`config.mk`:
```
export PLATFORM = sky130hd
export DESIGN_NAME = uni_core
export DESIGN_NICKNAME = d
export VERILOG_FILES = /design/src/rtl/uni_core_pkg.sv /design/src/rtl/uni_decode.sv /design/src/rtl/uni_regfile.sv /design/src/rtl/uni_seq.sv /design/src/rtl/uni_core.sv
export SDC_FILE = /design/constraint.sdc
export NUM_CORES = 2
export LEC_CHECK = 0
export ABC_CLOCK_PERIOD_IN_PS = 9400
export CAP_MARGIN = 20
export CORE_MARGIN = 2
export CORE_UTILIZATION = 55
export CTS_BUF_LIST = sky130_fd_sc_hd__clkbuf_2 sky130_fd_sc_hd__clkbuf_4 sky130_fd_sc_hd__clkbuf_8
export CTS_CLUSTER_SIZE = 12
export DETAILED_ROUTE_END_ITERATION = 10
export PLACE_DENSITY = 0.75
export SYNTH_ARGS = -nofsm -noshare
export SYNTH_HDL_FRONTEND = slang
export SYNTH_SLANG_ARGS = --single-unit
```
`constraint.sdc`:
```
create_clock -name clk -period 9.4 [get_ports clk]
set_input_delay 0.94 -clock clk [delete_from_list [all_inputs] [get_ports clk]]
set_output_delay 0.94 -clock clk [all_outputs]
set_load 0.01 [all_outputs]
```
`src/rtl/uni_core_pkg.sv`:
```
package uni_core_pkg;

  localparam int XLEN = 32;

  localparam logic [5:0] OPC_RTYPE = 6'h00;
  localparam logic [5:0] OPC_JUMP  = 6'h02;
  localparam logic [5:0] OPC_BEQ   = 6'h04;
  localparam logic [5:0] OPC_BNE   = 6'h05;
  localparam logic [5:0] OPC_ADDI  = 6'h08;
  localparam logic [5:0] OPC_ADDIU = 6'h09;
  localparam logic [5:0] OPC_SLTI  = 6'h0A;
  localparam logic [5:0] OPC_SLTIU = 6'h0B;
  localparam logic [5:0] OPC_ANDI  = 6'h0C;
  localparam logic [5:0] OPC_ORI   = 6'h0D;
  localparam logic [5:0] OPC_XORI  = 6'h0E;
  localparam logic [5:0] OPC_LOAD  = 6'h23;
  localparam logic [5:0] OPC_STORE = 6'h2B;

  typedef enum logic [2:0] {
    ST_FETCH, ST_DECODE, ST_EXEC, ST_MEM, ST_WB
  } seq_state_t;

  typedef enum logic [2:0] {
    AOP_ADD, AOP_SUB, AOP_AND, AOP_OR, AOP_XOR, AOP_NOR, AOP_SLT, AOP_SLTU
  } alu_op_t;

  typedef enum logic [2:0] {
    CL_NOP, CL_ALU, CL_LOAD, CL_STORE, CL_BRANCH, CL_JUMP
  } instr_class_t;

  typedef enum logic [1:0] {
    PCS_SEQ, PCS_BRANCH, PCS_JUMP
  } pc_src_t;

  typedef struct packed {
    instr_class_t cls;
    alu_op_t      aop;
    logic         use_imm;
    logic         zext_imm;
    logic         dst_rd;
    logic         br_on_ne;
  } ctrl_t;

  function automatic logic [XLEN-1:0] f_sext16(input logic [15:0] v);
    return {{(XLEN-16){v[15]}}, v};
  endfunction

  function automatic logic [XLEN-1:0] f_zext16(input logic [15:0] v);
    return {{(XLEN-16){1'b0}}, v};
  endfunction

  function automatic logic [XLEN-1:0] f_alu(input alu_op_t op,
                                            input logic [XLEN-1:0] a,
                                            input logic [XLEN-1:0] b);
    logic [XLEN-1:0] y;
    unique case (op)
      AOP_ADD:  y = a + b;
      AOP_SUB:  y = a - b;
      AOP_AND:  y = a & b;
      AOP_OR:   y = a | b;
      AOP_XOR:  y = a ^ b;
      AOP_NOR:  y = ~(a | b);
      AOP_SLT:  y = {{(XLEN-1){1'b0}}, ($signed(a) < $signed(b))};
      AOP_SLTU: y = {{(XLEN-1){1'b0}}, (a < b)};
      default:  y = '0;
    endcase
    return y;
  endfunction

  function automatic logic [XLEN-1:0] f_branch_target(input logic [XLEN-1:0] pc_next,
                                                      input logic [15:0] off);
    return pc_next + (f_sext16(off) << 2);
  endfunction

  function automatic logic [XLEN-1:0] f_jump_target(input logic [XLEN-1:0] pc_next,
                                                    input logic [25:0] idx);
    return {pc_next[XLEN-1:XLEN-4], idx, 2'b00};
  endfunction

endpackage

```
`src/rtl/uni_decode.sv`:
```
module uni_decode
  import uni_core_pkg::*;
(
  input  logic [5:0] opcode,
  input  logic [5:0] funct,
  output ctrl_t      ctrl
);

  always_comb begin
    ctrl = '{cls: CL_NOP, aop: AOP_ADD, use_imm: 1'b0, zext_imm: 1'b0,
             dst_rd: 1'b0, br_on_ne: 1'b0};
    unique case (opcode)
      OPC_RTYPE: begin
        ctrl.dst_rd = 1'b1;
        ctrl.cls    = CL_ALU;
        unique case (funct)
          6'h20, 6'h21: ctrl.aop = AOP_ADD;
          6'h22, 6'h23: ctrl.aop = AOP_SUB;
          6'h24:        ctrl.aop = AOP_AND;
          6'h25:        ctrl.aop = AOP_OR;
          6'h26:        ctrl.aop = AOP_XOR;
          6'h27:        ctrl.aop = AOP_NOR;
          6'h2A:        ctrl.aop = AOP_SLT;
          6'h2B:        ctrl.aop = AOP_SLTU;
          default:      ctrl.cls = CL_NOP;
        endcase
      end
      OPC_ADDI, OPC_ADDIU: begin
        ctrl.cls = CL_ALU; ctrl.use_imm = 1'b1; ctrl.aop = AOP_ADD;
      end
      OPC_SLTI: begin
        ctrl.cls = CL_ALU; ctrl.use_imm = 1'b1; ctrl.aop = AOP_SLT;
      end
      OPC_SLTIU: begin
        ctrl.cls = CL_ALU; ctrl.use_imm = 1'b1; ctrl.aop = AOP_SLTU;
      end
      OPC_ANDI: begin
        ctrl.cls = CL_ALU; ctrl.use_imm = 1'b1; ctrl.zext_imm = 1'b1; ctrl.aop = AOP_AND;
      end
      OPC_ORI: begin
        ctrl.cls = CL_ALU; ctrl.use_imm = 1'b1; ctrl.zext_imm = 1'b1; ctrl.aop = AOP_OR;
      end
      OPC_XORI: begin
        ctrl.cls = CL_ALU; ctrl.use_imm = 1'b1; ctrl.zext_imm = 1'b1; ctrl.aop = AOP_XOR;
      end
      OPC_LOAD: begin
        ctrl.cls = CL_LOAD; ctrl.use_imm = 1'b1; ctrl.aop = AOP_ADD;
      end
      OPC_STORE: begin
        ctrl.cls = CL_STORE; ctrl.use_imm = 1'b1; ctrl.aop = AOP_ADD;
      end
      OPC_BEQ: begin
        ctrl.cls = CL_BRANCH; ctrl.aop = AOP_SUB;
      end
      OPC_BNE: begin
        ctrl.cls = CL_BRANCH; ctrl.aop = AOP_SUB; ctrl.br_on_ne = 1'b1;
      end
      OPC_JUMP: ctrl.cls = CL_JUMP;
      default:  ctrl.cls = CL_NOP;
    endcase
  end

endmodule

```
`src/rtl/uni_regfile.sv`:
```
module uni_regfile #(
  parameter int NREG  = 32,
  parameter int WIDTH = 32,
  localparam int AW   = $clog2(NREG)
) (
  input  logic             clk,
  input  logic             rst_n,
  input  logic [AW-1:0]    rd_addr_a,
  input  logic [AW-1:0]    rd_addr_b,
  output logic [WIDTH-1:0] rd_data_a,
  output logic [WIDTH-1:0] rd_data_b,
  input  logic             wr_en,
  input  logic [AW-1:0]    wr_addr,
  input  logic [WIDTH-1:0] wr_data
);

  logic [WIDTH-1:0] regs [NREG];

  // Entry 0 has no write path; it keeps its reset value of zero.
  assign regs[0] = '0;

  for (genvar g = 1; g < NREG; g++) begin : g_entry
    always_ff @(posedge clk or negedge rst_n) begin
      if (!rst_n)
        regs[g] <= '0;
      else if (wr_en && (wr_addr == AW'(g)))
        regs[g] <= wr_data;
    end
  end

  assign rd_data_a = regs[rd_addr_a];
  assign rd_data_b = regs[rd_addr_b];

  // the zero register reads zero on both ports, even after a write to it
  assert_zero_reg_R4: assert property (@(posedge clk) disable iff (!rst_n)
    (rd_addr_a == '0) |-> (rd_data_a == '0));

  assert_zero_reg_b_R4: assert property (@(posedge clk) disable iff (!rst_n)
    (wr_en && wr_addr == '0) |=> (regs[0] == '0));

endmodule

```
`src/rtl/uni_seq.sv`:
```
module uni_seq
  import uni_core_pkg::*;
(
  input  logic         clk,
  input  logic         rst_n,
  input  logic         clear_pc,
  input  instr_class_t cls,
  input  logic         br_taken,
  output seq_state_t   state,
  output logic         load_ir,
  output logic         load_ops,
  output logic         load_addr,
  output logic         load_mdr,
  output logic         mem_we,
  output logic         rf_we,
  output logic         wb_from_mem,
  output logic         pc_we,
  output pc_src_t      pc_src,
  output logic         addr_from_alu
);

  seq_state_t nxt;

  always_ff @(posedge clk or negedge rst_n) begin
    if (!rst_n)        state <= ST_FETCH;
    else if (clear_pc) state <= ST_FETCH;
    else               state <= nxt;
  end

  always_comb begin
    nxt           = ST_FETCH;
    load_ir       = 1'b0;
    load_ops      = 1'b0;
    load_addr     = 1'b0;
    load_mdr      = 1'b0;
    mem_we        = 1'b0;
    rf_we         = 1'b0;
    wb_from_mem   = 1'b0;
    pc_we         = 1'b0;
    pc_src        = PCS_SEQ;
    addr_from_alu = 1'b0;
    unique case (state)
      ST_FETCH: begin
        load_ir = 1'b1;
        nxt     = ST_DECODE;
      end
      ST_DECODE: begin
        load_ops = 1'b1;
        nxt      = ST_EXEC;
      end
      ST_EXEC: begin
        unique case (cls)
          CL_LOAD, CL_STORE: begin
            load_addr = 1'b1;
            nxt       = ST_MEM;
          end
          CL_ALU: begin
            rf_we = 1'b1;
            pc_we = 1'b1;
          end
          CL_BRANCH: begin
            pc_we  = 1'b1;
            pc_src = br_taken ? PCS_BRANCH : PCS_SEQ;
          end
          CL_JUMP: begin
            pc_we  = 1'b1;
            pc_src = PCS_JUMP;
          end
          default: pc_we = 1'b1;
        endcase
      end
      ST_MEM: begin
        addr_from_alu = 1'b1;
        if (cls == CL_LOAD) begin
          load_mdr = 1'b1;
          nxt      = ST_WB;
        end else begin
          mem_we = 1'b1;
          pc_we  = 1'b1;
        end
      end
      ST_WB: begin
        rf_we       = 1'b1;
        wb_from_mem = 1'b1;
        pc_we       = 1'b1;
      end
      default: nxt = ST_FETCH;
    endcase
  end

  // a restart always lands in the fetch step
  assert_restart_fetch_R1: assert property (@(posedge clk) disable iff (!rst_n)
    clear_pc |=> (state == ST_FETCH));

  // the write strobe lasts one cycle and the next cycle is a fetch
  assert_store_strobe_R6: assert property (@(posedge clk) disable iff (!rst_n)
    mem_we |=> (!mem_we && state == ST_FETCH));

  // write-back only follows the memory step of a load
  assert_load_wb_R5: assert property (@(posedge clk) disable iff (!rst_n)
    (load_mdr && !clear_pc) |=> (state == ST_WB));

endmodule

```
`src/rtl/uni_core.sv`:
```
module uni_core
  import uni_core_pkg::*;
#(
  parameter int NREG = 32,
  localparam int RAW = $clog2(NREG)
) (
  input  logic        clk,
  input  logic        rst_n,
  input  logic        clear_pc,
  output logic [31:0] mem_addr,
  output logic [31:0] mem_wdata,
  output logic        mem_we,
  input  logic [31:0] mem_rdata
);

  logic [XLEN-1:0] pc_q, ir_q, opa_q, opb_q, addr_q, mdr_q;

  ctrl_t        ctrl;
  seq_state_t   state;
  pc_src_t      pc_src;
  logic         load_ir, load_ops, load_addr, load_mdr;
  logic         rf_we, wb_from_mem, pc_we, addr_from_alu;
  logic         br_taken;

  logic [XLEN-1:0] rf_a, rf_b, imm_ext, alu_b, alu_y, rf_wdata;
  logic [XLEN-1:0] pc_plus4, br_target, jmp_target, pc_next;
  logic [RAW-1:0]  rf_waddr;
  logic            alu_zero;
  logic            exec_branch_fall;

  uni_decode u_decode (
    .opcode (ir_q[31:26]),
    .funct  (ir_q[5:0]),
    .ctrl   (ctrl)
  );

  uni_seq u_seq (
    .clk           (clk),
    .rst_n         (rst_n),
    .clear_pc      (clear_pc),
    .cls           (ctrl.cls),
    .br_taken      (br_taken),
    .state         (state),
    .load_ir       (load_ir),
    .load_ops      (load_ops),
    .load_addr     (load_addr),
    .load_mdr      (load_mdr),
    .mem_we        (mem_we),
    .rf_we         (rf_we),
    .wb_from_mem   (wb_from_mem),
    .pc_we         (pc_we),
    .pc_src        (pc_src),
    .addr_from_alu (addr_from_alu)
  );

  uni_regfile #(.NREG(NREG), .WIDTH(XLEN)) u_regs (
    .clk       (clk),
    .rst_n     (rst_n),
    .rd_addr_a (ir_q[21+RAW-1:21]),
    .rd_addr_b (ir_q[16+RAW-1:16]),
    .rd_data_a (rf_a),
    .rd_data_b (rf_b),
    .wr_en     (rf_we),
    .wr_addr   (rf_waddr),
    .wr_data   (rf_wdata)
  );

  // Operand selection and the ALU
  assign imm_ext  = ctrl.zext_imm ? f_zext16(ir_q[15:0]) : f_sext16(ir_q[15:0]);
  assign alu_b    = ctrl.use_imm ? imm_ext : opb_q;
  assign alu_y    = f_alu(ctrl.aop, opa_q, alu_b);
  assign alu_zero = (alu_y == '0);
  assign br_taken = (ctrl.cls == CL_BRANCH) && (alu_zero ^ ctrl.br_on_ne);

  // Register write path
  assign rf_waddr = ctrl.dst_rd ? ir_q[11+RAW-1:11] : ir_q[16+RAW-1:16];
  assign rf_wdata = wb_from_mem ? mdr_q : alu_y;

  // Dedicated program counter adders
  assign pc_plus4   = pc_q + XLEN'(4);
  assign br_target  = f_branch_target(pc_plus4, ir_q[15:0]);
  assign jmp_target = f_jump_target(pc_plus4, ir_q[25:0]);

  always_comb begin
    unique case (pc_src)
      PCS_BRANCH: pc_next = br_target;
      PCS_JUMP:   pc_next = jmp_target;
      default:    pc_next = pc_plus4;
    endcase
  end

  // Shared memory port
  assign mem_addr  = addr_from_alu ? addr_q : pc_q;
  assign mem_wdata = opb_q;

  always_ff @(posedge clk or negedge rst_n) begin
    if (!rst_n) begin
      pc_q   <= '0;
      ir_q   <= '0;
      opa_q  <= '0;
      opb_q  <= '0;
      addr_q <= '0;
      mdr_q  <= '0;
    end else if (clear_pc) begin
      pc_q <= '0;
    end else begin
      if (pc_we)     pc_q   <= pc_next;
      if (load_ir)   ir_q   <= mem_rdata;
      if (load_ops)  opa_q  <= rf_a;
      if (load_ops)  opb_q  <= rf_b;
      if (load_addr) addr_q <= alu_y;
      if (load_mdr)  mdr_q  <= mem_rdata;
    end
  end

  assign exec_branch_fall = (state == ST_EXEC) && (ctrl.cls == CL_BRANCH) && !br_taken;

  // a restart puts the program counter back at zero
  assert_restart_pc_R1: assert property (@(posedge clk) disable iff (!rst_n)
    clear_pc |=> (pc_q == '0));

  // an untaken branch moves on by exactly one word
  assert_branch_fall_R7: assert property (@(posedge clk) disable iff (!rst_n)
    (exec_branch_fall && !clear_pc) |=> (pc_q == $past(pc_q) + XLEN'(4)));

  // an ignored instruction neither writes memory nor the register array
  assert_ignored_quiet_R9: assert property (@(posedge clk) disable iff (!rst_n)
    (state == ST_EXEC && ctrl.cls == CL_NOP) |-> (!rf_we && !mem_we));

endmodule

```
==> run_results.csv <==
group,metric,value,unit
status,outcome,"finished clean",
final_layout,areaGrowthSynthToFinish,10.00,%
synthesis,synthFlopType,"dfrtp_1",
setup_path,cp_top_family,"compound AO/OA/AOI/OAI gates",
synthesis,yosysTopAreaCellShare,42.77,%
synthesis,synth-edff-count,0,
final_layout,multi_input_area,37630,sq um
final_layout,utilization,60.81,%
cts,cts_made_buffers,193,
final_layout,fillers,9547,
cts,cts_max_level,4,
setup_path,critical_path.max_stage_delay,0.80,ns
timing,tightest_slew,1.207,ns
synthesis,ys_ff_latch,1185,
final_layout,final_cell_mix,"dfrtp_1, mux2_2, mux4_2",
die,placeableCoreArea,125400,sq um
setup_path,path_buf_inv,3,
final_layout,fin_nets,5379,
setup_path,arrival,9.47,ns
synthesis,synth-seq-area-share,42.77,%
setup_path,worst-setup-path-type,"reg2reg",
cts,cts-root-buf,"clkbuf_8",
final_layout,final_common_cell,"dfrtp_1",
timing,min_period,8.579,ns
power_and_ir_drop,p_int,9429,uW
cts,clk_pin_slew,0.06,ns
synthesis,syn_inst,5273,
synthesis,synth_top_area_cell,"dfrtp_1",
cts,clock_latency,0.96,ns
routing,vias,48810,
cts,postCtsHoldBufs,0,
placement,io_buffers,99,
hold_path,hp-class,"in2async",
power_and_ir_drop,switching_share,35.28,%
cts,cts_tree,"yes",
global_route,grt_usage,34.29,%
power_and_ir_drop,max-vdd-ir-drop,115.3,uV
power_and_ir_drop,power.switching,5141,uW
die,die_w,359.0,um
routing,wire_per_inst,31.46,um
placement,hpwl,134600,um
global_route,antenna_found_initial,15,
routing,routed_via_density,6.948,
placement,gp_congestion,1.014,
setup_path,path_max_fanout,25,
timing,setup_tns,0,ns
setup_path,start_kind,"flop",
power_and_ir_drop,p_leak,0.03515,uW
timing,rsz0062_at_grt,"no",
die,fp-row-count,130,
synthesis,synthDistinctLibCells,89,
synthesis,yosysWarnings,0,
synthesis,syn-num-nets,5440,
power_and_ir_drop,p_seq_share,39.2,%
power_and_ir_drop,comb_power_share,27.0,%
timing,finClkSkew,0.05303,ns
setup_path,cp_data_required_time,10.29,ns
cts,cts_resized,0,
timing,slew-limit-headroom,19.55,%
power_and_ir_drop,powerDensity,191.0,nW/um^2
routing,wl,221000,um
setup_path,slowest_stage,"a2111oi_1",
routing,drt-initial-drc-count,5653,
global_route,grt_pass1_wl,326200,um
cts,clock_tree.buffer_depth,3,
routing,ant_nets,0,
die,start_util,55.28,%
global_route,grt_overflow,0,
synthesis,async_flop_share,100.0,%
die,die_y,359.0,um
run,maxCapViolCount,0,
synthesis,synth_area,69330,sq um
routing,firstDrtPassIters,5,
global_route,grt_pass1_vias,48630,
timing,fin_crit_sh,91.26,%
final_layout,layout-drive-gt1-share,42.86,%
die,die_area,128900,sq um
die,ioPinCount,100,
timing,final_max_slew_viol_count,0,
power_and_ir_drop,p_clk_share,33.7,%
synthesis,postSynthAreaPerCell,13.15,sq um
global_route,grt_max_degree,171,
routing,drc,0,
cts,clkSinkCount,1185,
cts,cts_setup_buffers,0,
final_layout,regArea,29690,sq um
timing,hold_viol,0,
timing,fmax,0.1166,GHz
setup_path,crit_path_cell_trace,"nand2_1 -> a2111oi_2 -> buf_4 -> mux2_2 -> inv_1 -> ha_1 -> nor4_1 -> o31ai_1 -> o211a_1 -> o21a_1 -> a2111oi_1 -> o41ai_1 -> o21ai_0 -> o311ai_0 -> or4_1 -> nor3_2 -> mux2_1 -> ha_1 -> inv_1 -> or4_1 -> o21ai_0 -> a22oi_1 -> nor2_1",
synthesis,yosys-top-cells-area,"dfrtp_1, mux4_2, mux2_2, ha_1, clkbuf_1",
setup_path,end_kind,"flop",
timing,setup_viol,0,
[state kept, by name (all words and copies together), names as in the netlist]
name / count
addr_q: 32
mdr_q: 32
u_regs.regs: 992
opa_q: 32
u_seq.state: 3
mem_wdata: 32
pc_q: 30
ir_q: 32
[synthesized netlist by cell type, types with 16 or more instances]
library cell  instances
a211oi_1             20
a21o_1               32
a21oi_1             174
a221o_1              18
a221oi_1             31
a22o_1               40
a22oi_1              19
and2_1               17
and3_1               22
buf_1               109
buf_2                30
clkbuf_1            345
dfrtp_1            1185
ha_1                129
inv_1               115
mux2_2             1131
mux2i_1             108
mux4_2              576
nand2_1             304
nand2b_1             19
nand3_1              48
nand4_1              16
nor2_1              184
nor2b_1              26
nor3_1               50
o211ai_1             27
o21a_1               28
o21ai_0             155
o22ai_1              26
xnor2_1              44
xor2_1               16
[cell families (layout without fill, tap and decap cells)]
family                   after synthesis  in the layout  share of synthesized area [%]
AO/OA/AOI/OAI                        717            717                          6.979
XOR/XNOR                              60             60                         0.7580
adder cells (fa/ha/maj)              132            132                          2.415
buffers and inverters                601            697                          3.319
flip-flops                          1185           1185                          42.77
multiplexers                        1816           1816                          38.66
other                                  0              6                              0
AND/OR/NAND/NOR                      762            762                          5.100
[path summary, 6_finish.rpt]
check	start	slack, ns	depth (start not counted)	to
max in group asynchronous	rst_n	7.20	3	u_regs.regs[72]
min	rst_n	0.04	1	u_regs.regs[476]
max reg2reg	ir_q[27]	0.82	23	pc_q[8]
min reg2reg	addr_q[28]	0.47	2	addr_q[28]
max	ir_q[27]	0.82	23	pc_q[8]
min in group clk	addr_q[28]	0.47	2	addr_q[28]
[metal layers]
metal	wire length (um)	track usage, %	vias up
met5	60	0.1480	-
met3	20550	7.750	525
met2	101600	52.20	2552
met1	87900	47.24	25790
li1	-	-	19940
met4	10850	15.85	8
[power groups by stage]
stage	Clock (uW)	Combinational, uW	Sequential [uW]
after floorplan	0	2730	5500
after global placement	0	3800	5780
after detailed placement	0	3830	5790
after CTS	4960	3840	5700
after global routing	5220	4180	5730
final	4910	3940	5720
[cell type report]
| cell class | count | area share (%) |
|---|---|---|
| multi-input combinational | 3487 | 49.34 |
| sequential | 1185 | 38.93 |
| clock buffer | 314 | 5.109 |
| timing repair buffer | 230 | 2.851 |
| tap | 1650 | 2.707 |
| inverter | 115 | 0.5660 |
| clock inverter | 38 | 0.4725 |
| antenna | 6 | 0.01969 |
[worst reg2reg max path: stages (launching register included)]
cell and delay (ns):
dfrtp_1 0.57, nand2_1 0.15, a2111oi_2 0.39, buf_4 0.38, mux2_2 0.42, inv_1 0.08, ha_1 0.39, nor4_1 0.67
o31ai_1 0.19, o211a_1 0.15, o21a_1 0.19, a2111oi_1 0.80, o41ai_1 0.23, o21ai_0 0.39, o311ai_0 0.19, or4_1 0.46
nor3_2 0.30, mux2_1 0.37, ha_1 0.70, inv_1 0.55, or4_1 0.64, o21ai_0 0.09, a22oi_1 0.11, nor2_1 0.10
[per-stage QoR]
| stage | cells | power [uW] | cell area (sq um) | hold WS (ns) | worst slack [ns] |
|---|---|---|---|---|---|
| finish | 7025 | 14570 | 76260 | 0.03550 | 0.8212 |
| global placement | 6659 | 9574 | 71830 | 0.4569 | 1.133 |
| detailed placement | 6661 | 9622 | 71850 | 0.4589 | 1.090 |
| CTS | 7013 | 14510 | 76110 | 0.04621 | 1.056 |
| global route | 7023 | 15130 | 76260 | 0.08916 | 0.4235 |
| floorplan | 5273 | 8226 | 69330 | 0.4418 | 2.494 |
Power figures use the tool's default switching activity.
